`src/rtl/evpair_pkg.sv`:
```
package evpair_pkg;
   localparam int BYTE_W     = 8;
   localparam int NUM_BYTES  = 2;
   localparam int MSG_W      = BYTE_W * NUM_BYTES;
   localparam int SLOT_W     = BYTE_W + 2;
   localparam int FRAME_BITS = SLOT_W * NUM_BYTES;

   localparam int POS_PAR  = 8;
   localparam int POS_ERR  = 9;
   localparam int POS_RATE = 10;
   localparam int POS_LVL  = 14;
   localparam int POS_KIND = 15;

   typedef logic [MSG_W-1:0] msg_t;

   function automatic msg_t pack_event(input logic is_rst, input logic lvl,
                                       input logic [BYTE_W-1:0] ch,
                                       input logic par, input logic err,
                                       input logic rate);
      msg_t m;
      m = '0;
      m[POS_KIND] = is_rst;
      if (is_rst) begin
         m[POS_LVL] = lvl;
      end else begin
         m[BYTE_W-1:0] = ch;
         m[POS_PAR]    = par;
         m[POS_ERR]    = err;
         m[POS_RATE]   = rate;
         m[POS_LVL]    = 1'b1;
      end
      return m;
   endfunction
endpackage

```
`src/rtl/evpair_baud.sv`:
```
module evpair_baud #(
   parameter int CLK_DIV = 16
) (
   input  logic clk,
   input  logic rst_n,
   input  logic run,
   input  logic restart,
   output logic tick
);
   localparam int CNT_W = (CLK_DIV > 1) ? $clog2(CLK_DIV) : 1;
   localparam logic [CNT_W-1:0] LAST = CNT_W'(CLK_DIV - 1);

   generate
      if (CLK_DIV < 2) begin : g_bad_div
         $error("evpair_baud: CLK_DIV must be at least 2");
      end
   endgenerate

   logic [CNT_W-1:0] cnt;

   assign tick = run && (cnt == LAST);

   always_ff @(posedge clk or negedge rst_n) begin
      if (!rst_n) begin
         cnt <= '0;
      end else if (restart || !run || tick) begin
         cnt <= '0;
      end else begin
         cnt <= cnt + 1'b1;
      end
   end

   assert_tick_spacing_R3: assert property (@(posedge clk) disable iff (!rst_n)
      tick && !restart |=> !tick);
endmodule

```
`src/rtl/evpair_hold.sv`:
```
module evpair_hold
   import evpair_pkg::*;
(
   input  logic clk,
   input  logic rst_n,
   input  logic push_valid,
   input  msg_t push_data,
   output logic push_ready,
   input  logic pop,
   output logic full,
   output msg_t data,
   output logic ovf
);
   assign push_ready = !full;

   always_ff @(posedge clk or negedge rst_n) begin
      if (!rst_n) begin
         full <= 1'b0;
         data <= '0;
         ovf  <= 1'b0;
      end else begin
         if (push_valid && !full) begin
            full <= 1'b1;
            data <= push_data;
         end else if (pop) begin
            full <= 1'b0;
         end
         if (push_valid && full) begin
            ovf <= 1'b1;
         end
      end
   end

   assert_ovf_sticky_R9: assert property (@(posedge clk) disable iff (!rst_n)
      ovf |=> ovf);
   assert_drop_flags_R9: assert property (@(posedge clk) disable iff (!rst_n)
      push_valid && !push_ready |=> ovf);
   assert_slot_kept_R8: assert property (@(posedge clk) disable iff (!rst_n)
      full && !pop |=> full && $stable(data));
endmodule

```
`src/rtl/evpair_shift.sv`:
```
module evpair_shift
   import evpair_pkg::*;
(
   input  logic clk,
   input  logic rst_n,
   input  logic have_msg,
   input  msg_t msg,
   input  logic tick,
   output logic take,
   output logic busy,
   output logic ser
);
   localparam int IDX_W = $clog2(FRAME_BITS);
   localparam logic [IDX_W-1:0] LAST_IDX = IDX_W'(FRAME_BITS - 1);
   localparam logic [IDX_W-1:0] STOP0    = IDX_W'(SLOT_W - 1);

   logic [FRAME_BITS-1:0] frame_w;
   logic [FRAME_BITS-1:0] sh;
   logic [IDX_W-1:0]      idx;
   logic                  last;

   for (genvar b = 0; b < NUM_BYTES; b++) begin : g_slot
      assign frame_w[b*SLOT_W]                = 1'b0;
      assign frame_w[b*SLOT_W+1 +: BYTE_W]    = msg[b*BYTE_W +: BYTE_W];
      assign frame_w[b*SLOT_W+SLOT_W-1]       = 1'b1;
   end

   assign last = busy && tick && (idx == LAST_IDX);
   assign take = have_msg && (!busy || last);
   assign ser  = sh[0];

   always_ff @(posedge clk or negedge rst_n) begin
      if (!rst_n) begin
         sh   <= '1;
         idx  <= '0;
         busy <= 1'b0;
      end else if (take) begin
         sh   <= frame_w;
         idx  <= '0;
         busy <= 1'b1;
      end else if (last) begin
         sh   <= '1;
         idx  <= '0;
         busy <= 1'b0;
      end else if (busy && tick) begin
         sh   <= {1'b1, sh[FRAME_BITS-1:1]};
         idx  <= idx + 1'b1;
      end
   end

   assert_idle_high_R2: assert property (@(posedge clk) disable iff (!rst_n)
      !busy |-> ser);
   assert_start_low_R2: assert property (@(posedge clk) disable iff (!rst_n)
      take |=> !ser);
   assert_mid_stop_R2: assert property (@(posedge clk) disable iff (!rst_n)
      busy && idx == STOP0 |-> ser);
   assert_bit_hold_R3: assert property (@(posedge clk) disable iff (!rst_n)
      busy && !tick && !take |=> $stable(ser));
endmodule

```
`src/rtl/evpair_uart_tx.sv`:
```
module evpair_uart_tx
   import evpair_pkg::*;
#(
   parameter int CLK_DIV = 16
) (
   input  logic       clk,
   input  logic       rst_n,
   input  logic       ev_valid,
   output logic       ev_ready,
   input  logic       ev_is_reset,
   input  logic       ev_rst_level,
   input  logic [7:0] ev_char,
   input  logic       ev_parity,
   input  logic       ev_errsig,
   input  logic       ev_rate_act,
   output logic       ser_o,
   output logic       ovf_o
);
   msg_t packed_w;
   msg_t slot_data;
   logic slot_full;
   logic take;
   logic busy;
   logic tick;

   assign packed_w = pack_event(ev_is_reset, ev_rst_level, ev_char,
                                ev_parity, ev_errsig, ev_rate_act);

   evpair_hold u_hold (
      .clk        (clk),
      .rst_n      (rst_n),
      .push_valid (ev_valid),
      .push_data  (packed_w),
      .push_ready (ev_ready),
      .pop        (take),
      .full       (slot_full),
      .data       (slot_data),
      .ovf        (ovf_o)
   );

   evpair_baud #(.CLK_DIV(CLK_DIV)) u_baud (
      .clk     (clk),
      .rst_n   (rst_n),
      .run     (busy),
      .restart (take),
      .tick    (tick)
   );

   evpair_shift u_shift (
      .clk      (clk),
      .rst_n    (rst_n),
      .have_msg (slot_full),
      .msg      (slot_data),
      .tick     (tick),
      .take     (take),
      .busy     (busy),
      .ser      (ser_o)
   );

   assert_accept_starts_R7: assert property (@(posedge clk) disable iff (!rst_n)
      ev_valid && ev_ready && !busy |=> ##1 !ser_o);
endmodule

```
`config.mk`:
```
export PLATFORM = sky130hd
export DESIGN_NAME = evpair_uart_tx
export DESIGN_NICKNAME = d
export VERILOG_FILES = /design/src/rtl/evpair_pkg.sv /design/src/rtl/evpair_baud.sv /design/src/rtl/evpair_hold.sv /design/src/rtl/evpair_shift.sv /design/src/rtl/evpair_uart_tx.sv
export SDC_FILE = /design/constraint.sdc
export NUM_CORES = 1
export LEC_CHECK = 0
export BUFFER_PORTS_ARGS = -buffer_cell sky130_fd_sc_hd__buf_4
export CAP_MARGIN = 10
export CELL_PAD_IN_SITES_DETAIL_PLACEMENT = 0
export CELL_PAD_IN_SITES_GLOBAL_PLACEMENT = 1
export CORE_MARGIN = 2
export CORE_UTILIZATION = 46
export CTS_CLUSTER_DIAMETER = 40
export CTS_CLUSTER_SIZE = 24
export DETAILED_ROUTE_END_ITERATION = 7
export GPL_ROUTABILITY_DRIVEN = 0
export HOLD_SLACK_MARGIN = 0.05
export PLACE_DENSITY = 0.87
export SETUP_SLACK_MARGIN = 0.5
export SLEW_MARGIN = 25
export SYNTH_ARGS = -nofsm -noshare
export SYNTH_HDL_FRONTEND = slang
export SYNTH_SLANG_ARGS = --single-unit
```
`constraint.sdc`:
```
create_clock -name clk -period 1.9 [get_ports clk]
set_input_delay 0.19 -clock clk [delete_from_list [all_inputs] [get_ports clk]]
set_output_delay 0.19 -clock clk [all_outputs]
set_load 0.02 [all_outputs]
```
==> flow_summary.json <==
{
  "status": "complete, no violations",
  "synthTopCellsByCount": "dfrtp_1, nand2_1, dfstp_2",
  "async_reset_ff_share_pct": 100,
  "rsz0062_at_grt": "true",
  "layout_min_cycle_time_ps": 1520,
  "grt_pass1_wl_um": 7670,
  "syn_avg_cell_area_um2": 10.9,
  "die_x_um": 72.3,
  "dieArea_um2": 5230,
  "timing_hold_violations_final": 0,
  "num-nets-final": 247,
  "drive_gt1_share_pct": 46.1,
  "worstSetupEndpointType": "register",
  "hold_depth": 2,
  "path_max_fanout": 7,
  "worstMarginPinSlew_ps": 550,
  "ys_warn_count": 0,
  "maxSlewHeadroom_pct": 63.4,
  "dr.pass1.iters": 4,
  "wirelength_um": 4920,
  "worst_slack_ps": 381,
  "numCtsBuffers": 5,
  "antenna_left": 0,
  "port_buffers": 18,
  "preCtsSetupSlack_ps": 255,
  "yosys_most_used_dff": "dfrtp_1",
  "fmax_mhz": 658,
  "holdCritPathClass": "primary input to register",
  "clock_latency_ps": 300,
  "rr_worst_depth": 4,
  "clockBufferDepth": 2,
  "ir_worst_vdd_mv": 0.538,
  "p_leak_uw": 0.00122,
  "slew_violations": 0,
  "seq_area_frac_synth_pct": 52.4,
  "cts_htree_levels": 2,
  "max-cap-violations": 0,
  "cp.required_ps": 2130,
  "fin_worst_skew_ps": 6.90,
  "synth_area_leaders": "dfrtp_1, dfstp_2, mux2i_1",
  "row_count": 24,
  "drt_iter0_markers": 127,
  "syn_inst": 197,
  "ios": 19,
  "start_kind": "register",
  "clock_sinks": 44,
  "grt_pass1_vias": 1589,
  "cts_tree": "yes",
  "antenna_found_initial": 0,
  "diodes": 0,
  "power.density_nw_per_um2": 698,
  "timing.final.crit_share_pct": 79.9,
  "grt_usage_pct": 19.1,
  "vias_per_cell": 6.01,
  "setup_viol": 0,
  "synth-edff-count": 0,
  "clkTransAtPathRegs_ps": 80,
  "critPathKind": "register to register",
  "core_area_um2": 4410,
  "clockRootBuffer": "clkbuf_8",
  "critPathArrivalTime_ps": 1750,
  "area_growth_pct": 30.0,
  "routedWlPerCell_um": 17.4,
  "synth_area_um2": 2150,
  "synth_cell_type_count": 42,
  "vias": 1694,
  "syn_nets": 215,
  "grt_overflow": 0,
  "die_height_um": 72.3,
  "drc": 0,
  "yosys.area.top_type": "dfrtp_1",
  "netlist.area_leader.share_pct": 29.2,
  "ys_seq_elements": 44,
  "initial_core_util_pct": 48.6,
  "yosysMostFrequentCell": "dfrtp_1",
  "dp_hpwl_um": 3010,
  "final.setup.tns_ps": 0,
  "grt_max_degree": 45
}
-- kinds of logic (layout without fill, tap and decap cells) --
kind of cell    after synthesis  after routing  share of synthesized area [%]
mux                          14             14                           6.59
flops                        44             44                           52.4
fa+ha+maj                     2              2                           1.17
simple gates                 65             65                           16.4
xor+xnor                      1              1                          0.408
buf+inv                      18             51                           4.55
compound gates               53             53                           18.5
-- sequential cells by signal, summed over array words and instances (netlist names) --
register      count
u_hold.full       1
u_shift.idx       5
u_shift.sh       19
u_baud.cnt        4
u_hold.ovf        1
u_shift.busy      1
u_hold.data      13
-- critical path: stages, from the launching register on --
cell       delay, ps
dfrtp_1          520
and2b_1          340
a31oi_4          250
clkbuf_16        200
a2bb2oi_2        140
-- layer usage --
metal	vias to the layer above	wire [um]	global-route usage (%)
li1	796	-	-
met1	826	2090	25.5
met2	56	2460	30.8
met3	16	220	3.89
met4	0	144	7.13
met5	-	0	0
-- where the power goes --
part	internal [uW]	switching [uW]	leakage, uW
Clock	332	297	0.0000515
Combinational	127	84.6	0.000663
Sequential	1030	76.0	0.000503
Total	1490	458	0.00122
-- cells in the final DEF (no fill, tap or decap), types with 2 or more instances in the layout --
cell type / synthesis / layout
a2bb2oi_2: 0 / 12
dfstp_2: 19 / 19
o221ai_1: 6 / 3
o221ai_2: 0 / 3
a21oi_1: 2 / 2
nor2_1: 3 / 3
clkbuf_8: 0 / 7
o21ai_0: 16 / 15
a311oi_1: 2 / 2
or3_1: 2 / 2
a22oi_2: 0 / 4
buf_6: 2 / 2
nand3_1: 10 / 8
a31oi_1: 2 / 2
dfrtp_2: 0 / 4
dfrtp_1: 25 / 21
nand4b_1: 2 / 2
nand2b_1: 12 / 12
buf_4: 1 / 36
nand2_1: 24 / 23
a21o_1: 2 / 2
mux2i_1: 13 / 13
ha_4: 0 / 2
-- worst paths after layout --
check,startpoint,endpoint,slack (ps)
setup reg to reg,u_hold.full,u_shift.sh[1],380
min in group asynchronous,rst_n,u_hold.data[1],420
max in group asynchronous,rst_n,u_shift.idx[3],1080
setup / recovery,u_hold.full,u_shift.sh[1],380
hold / removal,ev_valid,u_hold.ovf,120
hold reg to reg,u_hold.ovf,u_hold.ovf,470
-- metrics by stage --
stage / power, uW / hold slack, ps / instances / utilization (%) / area (um^2)
2_1_floorplan: 1240 / -106 / 197 / - / 2250
3_3_place_gp: 1310 / 206 / 260 / 54.8 / 2420
3_5_place_dp: 1320 / 215 / 260 / 54.8 / 2420
4_1_cts: 1960 / 114 / 276 / 60.2 / 2660
5_1_grt: 2040 / 120 / 282 / 63.2 / 2790
6_report: 1950 / 118 / 282 / 63.2 / 2790
-- layout make-up --
| class | instances | area [um^2] |
|---|---|---|
| inverter | 2 | 11.3 |
| timing repair buffer | 41 | 343 |
| tap | 52 | 65.1 |
| clock buffer | 8 | 100 |
| fill | 324 | 1630 |
| sequential | 44 | 1130 |
| multi-input combinational | 135 | 1140 |
-- timing repair --
action,4_1_cts,5_1_grt
hold buffers,1,0
pin swaps,8,8
resized for setup,15,18
buffers inserted,6,6
setup endpoints to repair,26,24
hold endpoints to repair,25,0
cloned,1,0
Note: power is estimated with default switching activity, not from simulation.
